**src/rtl/axi_wtag_pkg.sv**
```systemverilog
package axi_wtag_pkg;
    localparam int LEN_W  = 8;
    localparam int RESP_W = 2;

    typedef enum logic [1:0] {
        QS_EMPTY   = 2'd0,
        QS_PARTIAL = 2'd1,
        QS_FULL    = 2'd2
    } qstate_e;

    function automatic qstate_e classify(input int cnt, input int depth);
        if (cnt == 0)
            return QS_EMPTY;
        else if (cnt >= depth)
            return QS_FULL;
        else
            return QS_PARTIAL;
    endfunction
endpackage

```
**src/rtl/axi_wtag_idq.sv**
```systemverilog
module axi_wtag_idq
    import axi_wtag_pkg::*;
#(
    parameter int ID_W  = 4,
    parameter int DEPTH = 8
) (
    input  logic            clk,
    input  logic            rst,
    input  logic            push,
    input  logic [ID_W-1:0] push_id,
    input  logic            pop,
    output logic [ID_W-1:0] head_id,
    output qstate_e         state
);
    localparam int PTR_W = (DEPTH > 1) ? $clog2(DEPTH) : 1;
    localparam int CNT_W = $clog2(DEPTH + 1);

    logic [ID_W-1:0]  mem [DEPTH];
    logic [PTR_W-1:0] wr_ptr, rd_ptr;
    logic [CNT_W-1:0] count;

    function automatic logic [PTR_W-1:0] step(input logic [PTR_W-1:0] p);
        return (p == PTR_W'(DEPTH - 1)) ? '0 : p + PTR_W'(1);
    endfunction

    always_ff @(posedge clk) begin
        if (rst) begin
            wr_ptr <= '0;
            rd_ptr <= '0;
            count  <= '0;
        end else begin
            if (push) wr_ptr <= step(wr_ptr);
            if (pop)  rd_ptr <= step(rd_ptr);
            count <= count + CNT_W'(push) - CNT_W'(pop);
        end
    end

    always_ff @(posedge clk) begin
        if (push) mem[wr_ptr] <= push_id;
    end

    assign head_id = mem[rd_ptr];
    assign state   = classify(int'(count), DEPTH);

    // a push never arrives while the queue is full
    a_r2_no_overflow: assert property (@(posedge clk) disable iff (rst)
        push |-> (state != QS_FULL));

    // a pop never arrives while the queue is empty
    a_r4_no_underflow: assert property (@(posedge clk) disable iff (rst)
        pop |-> (state != QS_EMPTY));

    // a simultaneous push and pop leaves the fill class alone
    a_r5_simul_keeps: assert property (@(posedge clk) disable iff (rst)
        (push && pop) |=> $stable(state));
endmodule

```
**src/rtl/axi_wtag_wgate.sv**
```systemverilog
module axi_wtag_wgate
    import axi_wtag_pkg::*;
#(
    parameter int ID_W   = 4,
    parameter int DATA_W = 32
) (
    input  logic                clk,
    input  logic                rst,
    input  qstate_e             state,
    input  logic [ID_W-1:0]     head_id,
    output logic                pop,
    input  logic                up_wvalid,
    output logic                up_wready,
    input  logic [DATA_W-1:0]   up_wdata,
    input  logic [DATA_W/8-1:0] up_wstrb,
    input  logic                up_wlast,
    output logic                dn_wvalid,
    input  logic                dn_wready,
    output logic [ID_W-1:0]     dn_wid,
    output logic [DATA_W-1:0]   dn_wdata,
    output logic [DATA_W/8-1:0] dn_wstrb,
    output logic                dn_wlast
);
    logic have_id;

    assign have_id   = (state != QS_EMPTY) && !rst;
    assign dn_wvalid = up_wvalid && have_id;
    assign up_wready = dn_wready && have_id;
    assign dn_wid    = head_id;
    assign dn_wdata  = up_wdata;
    assign dn_wstrb  = up_wstrb;
    assign dn_wlast  = up_wlast;
    assign pop       = dn_wvalid && dn_wready && up_wlast;

    // nothing moves on the data channel without a queued ID
    a_r4_gate_empty: assert property (@(posedge clk) disable iff (rst)
        (state == QS_EMPTY) |-> (!dn_wvalid && !up_wready));

    // the tag cannot change under a stalled beat
    a_r3_wid_hold: assert property (@(posedge clk) disable iff (rst)
        (dn_wvalid && !dn_wready) |=> $stable(dn_wid));
endmodule

```
**src/rtl/axi_wtag_bridge.sv**
```systemverilog
module axi_wtag_bridge
    import axi_wtag_pkg::*;
#(
    parameter int ID_W   = 4,
    parameter int ADDR_W = 32,
    parameter int DATA_W = 32,
    parameter int DEPTH  = 8
) (
    input  logic                clk,
    input  logic                rst,
    input  logic                up_awvalid,
    output logic                up_awready,
    input  logic [ID_W-1:0]     up_awid,
    input  logic [ADDR_W-1:0]   up_awaddr,
    input  logic [LEN_W-1:0]    up_awlen,
    output logic                dn_awvalid,
    input  logic                dn_awready,
    output logic [ID_W-1:0]     dn_awid,
    output logic [ADDR_W-1:0]   dn_awaddr,
    output logic [LEN_W-1:0]    dn_awlen,
    input  logic                up_wvalid,
    output logic                up_wready,
    input  logic [DATA_W-1:0]   up_wdata,
    input  logic [DATA_W/8-1:0] up_wstrb,
    input  logic                up_wlast,
    output logic                dn_wvalid,
    input  logic                dn_wready,
    output logic [ID_W-1:0]     dn_wid,
    output logic [DATA_W-1:0]   dn_wdata,
    output logic [DATA_W/8-1:0] dn_wstrb,
    output logic                dn_wlast,
    input  logic                dn_bvalid,
    output logic                dn_bready,
    input  logic [ID_W-1:0]     dn_bid,
    input  logic [RESP_W-1:0]   dn_bresp,
    output logic                up_bvalid,
    input  logic                up_bready,
    output logic [ID_W-1:0]     up_bid,
    output logic [RESP_W-1:0]   up_bresp
);
    qstate_e         q_state;
    logic [ID_W-1:0] q_head;
    logic            aw_open;
    logic            aw_push;
    logic            w_pop;

    assign aw_open    = (q_state != QS_FULL) && !rst;
    assign dn_awvalid = up_awvalid && aw_open;
    assign up_awready = dn_awready && aw_open;
    assign dn_awid    = up_awid;
    assign dn_awaddr  = up_awaddr;
    assign dn_awlen   = up_awlen;
    assign aw_push    = dn_awvalid && dn_awready;

    axi_wtag_idq #(.ID_W(ID_W), .DEPTH(DEPTH)) u_idq (
        .clk     (clk),
        .rst     (rst),
        .push    (aw_push),
        .push_id (up_awid),
        .pop     (w_pop),
        .head_id (q_head),
        .state   (q_state)
    );

    axi_wtag_wgate #(.ID_W(ID_W), .DATA_W(DATA_W)) u_wgate (
        .clk       (clk),
        .rst       (rst),
        .state     (q_state),
        .head_id   (q_head),
        .pop       (w_pop),
        .up_wvalid (up_wvalid),
        .up_wready (up_wready),
        .up_wdata  (up_wdata),
        .up_wstrb  (up_wstrb),
        .up_wlast  (up_wlast),
        .dn_wvalid (dn_wvalid),
        .dn_wready (dn_wready),
        .dn_wid    (dn_wid),
        .dn_wdata  (dn_wdata),
        .dn_wstrb  (dn_wstrb),
        .dn_wlast  (dn_wlast)
    );

    assign up_bvalid = dn_bvalid && !rst;
    assign dn_bready = up_bready;
    assign up_bid    = dn_bid;
    assign up_bresp  = dn_bresp;

    // the slave never sees an address while the queue is full
    a_r2_full_stall: assert property (@(posedge clk) disable iff (rst)
        (q_state == QS_FULL) |-> (!dn_awvalid && !up_awready));

    // the master sees acceptance only when the slave accepts
    a_r1_aw_coherent: assert property (@(posedge clk) disable iff (rst)
        (up_awvalid && up_awready) |-> (dn_awvalid && dn_awready));
endmodule

```
**config.mk**
```make
export PLATFORM = sky130hd
export DESIGN_NAME = axi_wtag_bridge
export DESIGN_NICKNAME = d
export VERILOG_FILES = /design/src/rtl/axi_wtag_pkg.sv /design/src/rtl/axi_wtag_idq.sv /design/src/rtl/axi_wtag_wgate.sv /design/src/rtl/axi_wtag_bridge.sv
export SDC_FILE = /design/constraint.sdc
export NUM_CORES = 1
export LEC_CHECK = 0
export BUFFER_PORTS_ARGS = -buffer_cell sky130_fd_sc_hd__buf_2
export CORE_MARGIN = 5
export CORE_UTILIZATION = 45
export DETAILED_ROUTE_END_ITERATION = 12
export PLACE_DENSITY = 0.88
export SETUP_SLACK_MARGIN = 0.15
export SLEW_MARGIN = 20
export SYNTH_ARGS = -nofsm -noshare
export SYNTH_HDL_FRONTEND = slang
export SYNTH_SLANG_ARGS = --single-unit
export TNS_END_PERCENT = 1
```
**constraint.sdc**
```tcl
create_clock -name clk -period 7.65 [get_ports clk]
set_clock_uncertainty 0.2 [all_clocks]
set_input_delay 0.3825 -clock clk [delete_from_list [all_inputs] [get_ports clk]]
set_output_delay 0.3825 -clock clk [all_outputs]
set_load 0.02 [all_outputs]
```
== Word-level counts from Yosys, hierarchy flattened ==
Memory sizes are Yosys's and may differ from the RTL's. A register that Yosys moved wholly into a read port is not among the register bits.
Index checks and enable logic that the tools add are counted.
W data, S select, Z words.

* Register bits after elaboration: 10
* Memory bits (writable): 32
* Bits of input ports: 95
* Output and inout bits: 97
* Logic and storage cells: 33
* Memories kept: 1

* $add $sub $neg: 4
* $lt $le $gt $ge: 1
* Eq/ne operators: 3
* Muxes and demuxes: 8
* Reductions and logical operators: 13

{| class="wikitable"
|+ Memories
! name !! depth !! bits a word !! rd ports !! clocked after memory_dff !! wr ports !! line !! source
|-
| u_idq.mem || 8 || 4 || 1 || 1 || 1 || axi_wtag_idq.sv:18 || <nowiki>logic [ID_W-1:0] mem [DEPTH];</nowiki>
|}

{| class="wikitable"
|+ Operator list
! operator !! number
|-
| $mux W3 || 4
|-
| $logic_and A1 B1 Y1 || 10
|-
| $add A3 B1 Y3 const B || 2
|-
| $eq A3 B3 Y1 const B || 2
|-
| $add A4 B1 Y4 || 1
|-
| $ge A4 B4 Y1 const B || 1
|-
| $logic_not A4 Y1 || 1
|-
| $mux W2 || 2
|-
| $sub A4 B1 Y4 || 1
|-
| $mux W1 || 2
|-
| $ne A2 B2 Y1 const B || 1
|-
| $reduce_bool A2 Y1 || 1
|-
| $logic_not A1 Y1 || 1
|}

== Logic depth before layout (Yosys ltp) ==
Gate-level depths: netlist (run 1).

* Depth in word-level cells: 10
* Gate-level depth with buffers: 11
* Depth with buffers taken out: 11

== By module ==
From an unflattened synthesis (run 1), not the netlist that was laid out.

* Cell total of the unflattened synthesis: 223
* Area, all modules: 2681.3 µm²

{| class="wikitable"
|+ By module, submodules not included
! module !! times used !! cells each !! area an instance (µm²) !! sequential area each (µm²)
|-
| axi_wtag_idq || 1 || 121 || 1901.8 || 1221.2
|-
| axi_wtag_bridge || 1 || 56 || 434.2 || 0.0
|-
| axi_wtag_wgate || 1 || 46 || 345.3 || 0.0
|}

== Worst setup path after synthesis (run 1) ==
Ideal clock, no wire load.

* Path type: register to register
* Start point: register u_idq.count[3]
* End point: register u_idq.count[3]
* Data arrival time: 2.246 ns
* Setup slack: 5.083 ns
* Stages on the path, launching flop included: 12
* Buffers on the path: 0
* Path through: dfxtp_1 inv_1 ha_1 nor3b_4 nor2_1 and4_1 ha_1 inv_1 ha_1 a21o_1 a21oi_1 mux2_2

* Longest elaborated chain between the ends: 9

{| class="wikitable"
|+ RTL lines
! what !! line !! source
|-
| start: declaration || axi_wtag_idq.sv:20 || <nowiki>logic [CNT_W-1:0] count;</nowiki>
|-
| start signal: assignment || axi_wtag_idq.sv:34 || <nowiki>count <= count + CNT_W'(push) - CNT_W'(pop);</nowiki>
|-
| $ge A4 B4 Y1 || axi_wtag_pkg.sv:14 || <nowiki>else if (cnt >= depth)</nowiki>
|-
| $mux W2 || axi_wtag_pkg.sv:14 ||
|-
| $mux W2 || axi_wtag_pkg.sv:12 || <nowiki>if (cnt == 0)</nowiki>
|-
| $ne A2 B2 Y1 or $reduce_bool A2 Y1 (tied branches) || axi_wtag_bridge.sv:47, axi_wtag_wgate.sv:26 ||
|-
| $logic_and A1 B1 Y1, on equally long branches || axi_wtag_bridge.sv:47, axi_wtag_wgate.sv:26 ||
|-
| $logic_and A1 B1 Y1, on equally long branches || axi_wtag_bridge.sv:48, axi_wtag_wgate.sv:27 ||
|-
| $logic_and A1 B1 Y1, on equally long branches || axi_wtag_bridge.sv:53, axi_wtag_wgate.sv:33 ||
|-
| $add A4 B1 Y4 or $logic_and A1 B1 Y1 (tied branches) || axi_wtag_idq.sv:34, axi_wtag_wgate.sv:33 ||
|-
| $sub A4 B1 Y4 (*) || axi_wtag_idq.sv:34 ||
|}

Mark *: on every way between the ends. The rest lies on a longest branch, timed or not.
A chain may end at the register's enable or synchronous reset.

== Worst setup path after layout (run 1) ==
* Start point: register u_idq.count[2]
* End point: register u_idq.count[3]

* Longest elaborated chain between the ends: 9

{| class="wikitable"
|+ RTL lines
! what !! line !! source
|-
| $ge A4 B4 Y1 || axi_wtag_pkg.sv:14 ||
|-
| $mux W2 || axi_wtag_pkg.sv:14 ||
|-
| $mux W2 (*) || axi_wtag_pkg.sv:12 ||
|-
| $ne A2 B2 Y1 (*) || axi_wtag_bridge.sv:47 || <nowiki>assign aw_open = (q_state != QS_FULL) && !rst;</nowiki>
|-
| $logic_and A1 B1 Y1 (*) || axi_wtag_bridge.sv:47 ||
|-
| $logic_and A1 B1 Y1 (*) || axi_wtag_bridge.sv:48 || <nowiki>assign dn_awvalid = up_awvalid && aw_open;</nowiki>
|-
| $logic_and A1 B1 Y1 (*) || axi_wtag_bridge.sv:53 || <nowiki>assign aw_push = dn_awvalid && dn_awready;</nowiki>
|-
| net aw_push || axi_wtag_bridge.sv:44 || <nowiki>logic aw_push;</nowiki>
|-
| $add A4 B1 Y4 (*) || axi_wtag_idq.sv:34 ||
|-
| $sub A4 B1 Y4 (*) || axi_wtag_idq.sv:34 ||
|}

The timed path passes the listed nets; every way through them passes the cells marked *.

==> results_dict.tcl, run 1 <==
set metrics [dict create \
    status "finished, final reports clean" \
    endpoint_kind "flop" \
    n_antenna_cell 0 \
    post_synth.cell_area_avg_um2 12.3 \
    io_pins 192 \
    wire_per_inst_um 17.0 \
    wl_mm 4.00 \
    drt-initial-drc-count 28 \
    wl_met3_um 391 \
    cts.path.max_buffers 2 \
    period_share 0.366 \
    die_x_um 88.1 \
    grt_use_total 0.106 \
    dieArea_um2 7760 \
    layout_commonest_cell "edfxtp_1" \
    powerDensity_nw_per_um2 243 \
    drc 0 \
    async_flop_share 0 \
    cts_hold_buf 0 \
    ctsResizeCount 0 \
    finalSetupViolCount 0 \
    cts_root_buf "clkbuf_8" \
    tritoncts_num_sinks 45 \
    synth.ff_latch_count 45 \
    holdPathStages 1 \
    crit_required_ns 7.64 \
    flow.area_growth_from_synthesis_pct -13.5 \
    grt_pass1_vias 1272 \
    final_max_slew_viol_count 0 \
    synth_area_leaders "edfxtp_1, buf_4, dfxtp_1" \
    layout_common_cells "edfxtp_1, buf_2, dfxtp_1, ha_1, mux4_2" \
    antenna_found_initial 0 \
    syn-num-nets 329 \
    drt-vias-per-instance 5.24 \
    fin_util 0.401 \
    maxUsedRoutingLayer "met4" \
    syn-cell-area_um2 2740 \
    core_area_um2 5920 \
    finalSetupTns_ns 0 \
    initial_core_util 0.463 \
    place_congestion 0.733 \
    cts_buffers 5 \
    dieHeight_um 88.1 \
    grt_first_pass_wirelength_mm 6.15 \
    path_max_fanout 11 \
    crit_path_start_kind "flop" \
    grt_max_degree 28 \
    rows 28 \
    netlist.area_leader.share 0.350 \
    hold_violations 0 \
    post-cts-setup-buffers 0 \
    netlist-cell-type-count 40 \
    final_nets 266 \
    period_minus_slack_ns 2.80 \
    drt_first_pass_iters 4 \
    path_clk_slew_ns 0.08 \
    grt.overflow.total 0 \
    max_freq_mhz 357 \
    worst-setup-path-type "flop to flop" \
    worstRegToRegCells 9 \
    drv_cap 0 \
    dp_hpwl_mm 2.93 \
    drt-met1-wl_mm 1.58 \
    rsz0062_at_grt "false" \
    syn_inst 223 \
    io_buffers 25 \
    worstPathArrival_ns 2.79 \
    hold_class "input pin to flop" \
    p_leak_nw 0.836 \
    max_slew.worst_pin.slew_ns 1.10 \
    synth-edff-count 32 \
    yosysWarnings 0 \
    ir_drop_mv 0.102 \
    htree_num_levels 2 \
    wl_met2_mm 1.91 \
    cts_tree "built" \
    ant_nets 0 \
    synth_area_leader_cell "edfxtp_1" \
    ys.flop_type "edfxtp_1" \
    seq_area_frac_synth 0.445 \
    relSlewSlack 0.257 \
    clkLatencyLatePin_ns 0.30 \
    drive_gt1_frac 0.354 \
    vias 1236 \
]
logic make-up (layout without fill, tap and decap cells):
logic type,Yosys count,count (layout),share of synthesized area
xor+xnor,1,1,0.00319
compound gates,10,10,0.0287
buf+inv,101,39,0.262
simple gates,39,39,0.109
flops,45,45,0.445
fa+ha+maj,11,11,0.0529
mux,16,16,0.0990
power breakdown:
part           switching (W)  internal, W
sequential         0.0000131     0.000273
clock              0.0000782    0.0000817
combinational      0.0000686    0.0000627
total               0.000160     0.000418
registers in the layout, indices dropped and copies added, names as in the netlist, named ones only:
name,cells
u_idq.count,4
u_idq.rd_ptr,3
u_idq.wr_ptr,3
u_idq.mem,32
worst max-delay path, cell delays in order, from the launching register on:
cell and delay (ns):
dfxtp_1 0.30, inv_1 0.09, ha_1 0.16, or3b_4 0.40
a21oi_2 0.49, nor3_1 0.12, ha_1 0.26, a21o_1 0.19
a21oi_1 0.14, mux2_2 0.34
cell usage after synthesis (2+ instances only):
master,instances
a21oi_1,4
and2_1,2
buf_4,90
clkbuf_1,3
dfxtp_1,13
edfxtp_1,32
ha_1,10
inv_1,6
mux2_2,5
mux2i_1,2
mux4_2,8
nand2b_1,3
nand4b_1,2
nor2_1,3
nor2b_1,5
nor3_1,2
nor3b_1,2
nor4_1,4
nor4b_2,3
o21ai_0,3
or3b_2,2
layout make-up:
cell class / instances / area, um2
clock inverters: 1 / 5.00
repair buffers: 25 / 125
multi-input cells: 77 / 810
inverters: 6 / 22.5
clock buffers: 7 / 96.3
fillers: 544 / 3550
flip-flops and latches: 45 / 1220
well taps: 75 / 93.8
per-stage QoR:
stage	area, um2	power, W	worst slack (ns)	instances	hold slack, ns
after detailed placement	2270	0.000424	4.88	228	0.315
after floorplan	2740	0.000463	5.08	223	0.268
after global routing	2370	0.000609	4.70	236	0.175
final	2370	0.000578	4.85	236	0.172
after global placement	2270	0.000419	4.96	228	0.294
after CTS	2370	0.000582	4.87	236	0.169
per-layer routing:
metal  global-route usage  vias up
li1                     -      571
met1                0.116      587
met2                0.171       61
met3               0.0546       17
met4               0.0508        0
met5                    0        -
path summary, 6_finish.rpt:
check | from | to | slack, ns
setup / recovery | u_idq.count[2] | u_idq.count[3] | 4.85
hold / removal | up_awid[1] | u_idq.mem[2][1] | 0.17
setup reg to reg | u_idq.count[2] | u_idq.count[3] | 4.85
hold reg to reg | u_idq.rd_ptr[0] | flop | 0.33
(Power assumes the default switching activity.)
==> inputs of run 2 (changes only) <==
- CORE_UTILIZATION: 45 -> 38
- PLACE_DENSITY: 0.88 -> 0.79
- clock period: 7.65 -> 2.38 ns (I/O delays scaled with it)
==> run 2 against run 1 <==
  * Worst hold slack lost 0.13 ns
  * Global-route usage down 0.33 points
  * Wire length increased by 4.8%
  * Register-to-register slack got worse by 4.8 ns
  * Sequential cell count unchanged
  * Non-clock buffer count increased by 18
  * Clock power increased to 3.0 times the previous value
  * Combinational power rose to 4.3 times the previous value
  * Setup slack lost 4.8 ns
  * Critical endpoint unchanged
==> results_dict.tcl, run 2 (synthesis gave the netlist of run 1 again) <==
set metrics [dict create \
    switching_power_w 0.000578 \
    drc 0 \
    ant_nets 0 \
    core_area_um2 7140 \
    wire_per_inst_um 15.1 \
    reg_top3 "u_idq.mem: 32 flops, u_idq.count: 4 flops" \
    wl_mm 4.20 \
    crit_path_start_kind "flop" \
    hold_class "input pin to primary output" \
    nFillCells 710 \
    cp_num_cells 11 \
    ir_drop_mv 0.260 \
    n_antenna_cell 0 \
    path_clk_slew_ns 0.09 \
    status "finished, final reports clean" \
    cts_buffers 5 \
    final_cell_area_um2 2630 \
    ff2ff_setup_slack_ns 0.07 \
    rsz0062_at_grt "true" \
    powerDensity_nw_per_um2 743 \
    dpl_cell_area_um2 2450 \
    cpMostUsedCell "ha_4" \
    dp_hpwl_mm 3.11 \
    grt_first_pass_wirelength_mm 7.02 \
    cp_slowest_stage_delay_ns 0.35 \
    worstRegToRegCells 11 \
    place_congestion 0.743 \
    initial_core_util 0.384 \
    path_buf_inv 2 \
    top_register "u_idq.mem" \
    period_share 0.970 \
    final_nets 284 \
    path_max_fanout 3 \
    clkLatencyLatePin_ns 0.30 \
    final_max_slew_viol_count 0 \
    comb_power_share 0.285 \
    flow.area_growth_from_synthesis_pct -4.20 \
    dieHeight_um 95.0 \
    vias 1355 \
    cts_tree "built" \
    p_clk_frac 0.243 \
    layout_commonest_cell "edfxtp_1" \
    dp_slack_ns -0.0357 \
    io_buffers 25 \
    crit_required_ns 2.37 \
    hold_violations 0 \
    drt-initial-drc-count 53 \
    grt_use_total 0.103 \
    drt_first_pass_iters 4 \
    p_sw_frac 0.296 \
    htree_num_levels 2 \
    max_freq_mhz 433 \
    max_slew.worst_pin.slew_ns 0.371 \
    die_x_um 95.0 \
    multi_input_area_um2 892 \
    pwr-share-seq 0.472 \
    worst-setup-path-type "flop to flop" \
    cts_root_buf "clkbuf_8" \
    fin_hold_ws_ns 0.0380 \
    endpoint_kind "flop" \
    antenna_found_initial 0 \
    relSlewSlack 0.752 \
    grt_pass1_vias 1449 \
    worstPathCellList "inv_4, ha_4, nor3b_4, nor2_2, and4_4, ha_4, inv_4, ha_4, a21o_1, a21oi_2, mux2_4" \
    drv_cap 0 \
    dieArea_um2 9020 \
    drive_gt1_frac 0.492 \
    seq_area_um2 1220 \
    tritoncts_num_sinks 45 \
    holdPathStages 0 \
    fin_ws_ns 0.0716 \
    rows 31 \
    grt.overflow.total 0 \
    drt-vias-per-instance 4.87 \
    finalSetupViolCount 0 \
    cts.path.max_buffers 2 \
    cpLargestDelayFamily "adder cells" \
    period_minus_slack_ns 2.31 \
    cpMaxStageDelayCell "dfxtp_2" \
    fin_total_pwr_w 0.00195 \
    largest_register_ffs 32 \
    grt_max_degree 26 \
    p_leak_nw 0.923 \
    layout_common_cells "edfxtp_1, buf_2, buf_4, dfxtp_1, mux4_2" \
    finalSetupTns_ns 0 \
    io_pins 192 \
    p_int_w 0.00138 \
    worstPathArrival_ns 2.30 \
]
[run 2: cell types whose count changed in the layout (fill, tap and decap cells not counted), moves of 4 or more]
cell / change
inv_1: -4
ha_4: +4
dlygate4sd3_1: +4
buf_4: +14
ha_1: -4
[run 2: timing repair]
action	in CTS	in global routing
gates resized for setup	3	8
pin swaps	3	1
buffers inserted	1	0
hold endpoints to repair	32	0
hold buffers	4	0
setup endpoints to repair	3	13
[run 2: power by group through the flow]
stage	combinational, W	sequential, W	clock (W)
floorplan	0.000597	0.000920	0
global placement	0.000493	0.000933	0
detailed placement	0.000520	0.000938	0
CTS	0.000553	0.000919	0.000491
global route	0.000620	0.000929	0.000532
finish	0.000557	0.000922	0.000475
[run 2: final timing paths]
kind / start / end
setup / recovery: u_idq.count[2] / u_idq.count[3]
setup reg to reg: u_idq.count[2] / u_idq.count[3]
hold / removal: up_awaddr[13] / dn_awaddr[13]
hold reg to reg: u_idq.rd_ptr[1] / u_idq.rd_ptr[1]
[run 2: final cells by class]
class                      instances  area share
clock buffer                       5      0.0262
clock inverter                     3     0.00810
inverter                           6      0.0105
multi-input combinational         77       0.340
sequential                        45       0.466
tap                               99      0.0471
timing repair buffer              43       0.103
[run 2: stage by stage]
step / std cells / util
2_1_floorplan: 223 / -
4_1_cts: 278 / 0.363
6_report: 278 / 0.368
3_3_place_gp: 265 / 0.343
5_1_grt: 278 / 0.368
3_5_place_dp: 265 / 0.343
[run 2: worst register-to-register path, cell delays in order, from the launching register on]
cell,delay (ns)
dfxtp_2,0.35
inv_4,0.05
ha_4,0.14
nor3b_4,0.14
nor2_2,0.10
and4_4,0.23
ha_4,0.13
inv_4,0.04
ha_4,0.20
a21o_1,0.18
a21oi_2,0.13
mux2_4,0.31
[run 2: per-layer routing]
metal / track usage / wire (um) / vias to the layer above
li1: - / - / 604
met1: 0.118 / 1680 / 686
met2: 0.164 / 2090 / 41
met3: 0.0430 / 316 / 24
met4: 0.0529 / 104 / 0
met5: 0 / 0 / -
==> inputs of run 3 (changes only) <==
- PLACE_DENSITY: 0.79 -> 0.87
==> run 3 against run 2 <==
  * Cell area up 1.6%
  * Wire length rose by 5.7%
  * Cell count grew 1.4%
  * Worst hold slack is essentially flat
  * Global-route usage decreased by 0.28 points
  * Sequential cell count unchanged
  * Via count decreased by 0.66%
  * First-iteration DRC count increased by 92%
  * Critical path type unchanged
  * Critical endpoint unchanged
==> results_dict.tcl, run 3 (synthesis gave the netlist of run 1 again) <==
set metrics [dict create \
    status "finished, final reports clean" \
    io_pins 192 \
    fin_cells 282 \
    path_max_fanout 3 \
    powerDensity_nw_per_um2 760 \
    core_area_um2 7140 \
    reg_top3 "u_idq.mem: 32 flops, u_idq.count: 4 flops" \
    cts_root_buf "clkbuf_8" \
    dieHeight_um 95.0 \
    layout_common_cells "edfxtp_1, buf_2, buf_4, dfxtp_1, mux4_2" \
    fin_ws_ns 0.0143 \
    drv_cap 0 \
    worstPathArrival_ns 2.36 \
    hold_violations 0 \
    ir_drop_mv 0.311 \
    period_minus_slack_ns 2.37 \
    drc 0 \
    cts.path.max_buffers 2 \
    dp_slack_ns -0.0452 \
    grt_first_pass_wirelength_mm 6.76 \
    die_x_um 95.0 \
    worstRegToRegCells 11 \
    htree_num_levels 2 \
    initial_core_util 0.384 \
    finalSetupViolCount 0 \
    flow.area_growth_from_synthesis_pct -2.69 \
    dpl_cell_area_um2 2450 \
    rows 31 \
    ant_nets 0 \
    tritoncts_num_sinks 45 \
    antenna_found_initial 0 \
    worst-setup-path-type "flop to flop" \
    dp.cells 265 \
    largest_register_ffs 32 \
    relSlewSlack 0.737 \
    drt_first_pass_iters 4 \
    grt_max_degree 26 \
    nFillCells 699 \
    finalSetupTns_ns 0 \
    p_leak_nw 0.946 \
    max_slew.worst_pin.slew_ns 0.394 \
    grt_pass1_vias 1391 \
    drt-vias-per-instance 4.77 \
    crit_required_ns 2.37 \
    crit_path_start_kind "flop" \
    place_congestion 0.702 \
    final_cell_area_um2 2670 \
    cts_buffers 5 \
    max_freq_mhz 423 \
    final_nets 288 \
    clkLatencyLatePin_ns 0.30 \
    holdPathStages 0 \
    drt-initial-drc-count 102 \
    io_buffers 25 \
    path_clk_slew_ns 0.09 \
    vias 1346 \
    rsz0062_at_grt "true" \
    endpoint_kind "flop" \
    grt.overflow.total 0 \
    period_share 0.994 \
    n_antenna_cell 0 \
    final_max_slew_viol_count 0 \
    top_register "u_idq.mem" \
    hold_class "input pin to primary output" \
    drive_gt1_frac 0.503 \
    wire_per_inst_um 15.7 \
    dp_hpwl_mm 3.06 \
    dieArea_um2 9020 \
    grt_use_total 0.0999 \
    cts_tree "built" \
    wl_mm 4.43 \
    layout_commonest_cell "edfxtp_1" \
]
run 3: per-layer routing:
layer | part of all wire | vias to the layer above | global-route usage
li1 | - | 615 | -
met1 | 0.39 | 645 | 0.112
met2 | 0.50 | 70 | 0.160
met3 | 0.084 | 16 | 0.0446
met4 | 0.018 | 0 | 0.0517
met5 | 0 | - | 0
run 3: layout make-up:
class | count | area [um2] | area share
inverter | 6 | 27.5 | 0.0103
clock buffer | 5 | 68.8 | 0.0258
timing repair buffer | 47 | 300 | 0.113
tap | 99 | 124 | 0.0464
sequential | 45 | 1230 | 0.460
multi-input combinational | 77 | 896 | 0.336
clock inverter | 3 | 25.0 | 0.00938
run 3: metrics by stage:
stage | total power [W] | hold WS [ns] | utilization
finish | 0.00203 | 0.0380 | 0.374
detailed placement | 0.00145 | 0.0381 | 0.343
floorplan | 0.00152 | 0.0179 | -
CTS | 0.00197 | 0.0381 | 0.364
global route | 0.00215 | 0.0380 | 0.374
global placement | 0.00142 | 0.0381 | 0.343
run 3: critical path: stages (launching register included):
cell and delay (ns):
dfxtp_2 0.33, inv_2 0.08, ha_4 0.13, nor3b_4 0.20
nor2_2 0.07, and4_4 0.15, ha_4 0.25, inv_2 0.04
ha_4 0.15, a21o_1 0.18, a21oi_2 0.16, mux2_4 0.31
run 3: worst paths after layout:
check                  start             end  slack [ns]
min reg2reg  u_idq.rd_ptr[1]            flop        0.31
min            up_awaddr[15]   dn_awaddr[15]        0.04
max reg2reg   u_idq.count[2]  u_idq.count[3]        0.01
max           u_idq.count[2]  u_idq.count[3]        0.01
run 3: repair_timing:
action | CTS | global route
setup endpoints to repair | 6 | 8
setup buffers | 2 | 3
hold buffers | 4 | 0
hold endpoints to repair | 32 | 0
gates resized for setup | 2 | 11
pin swaps | 3 | 8
run 3: report_power, final:
part | leakage (nW) | internal [W] | total (W) | switching (W)
clock | 0.0447 | 0.000212 | 0.000488 | 0.000276
sequential | 0.395 | 0.000881 | 0.000924 | 0.0000421
combinational | 0.506 | 0.000328 | 0.000617 | 0.000289
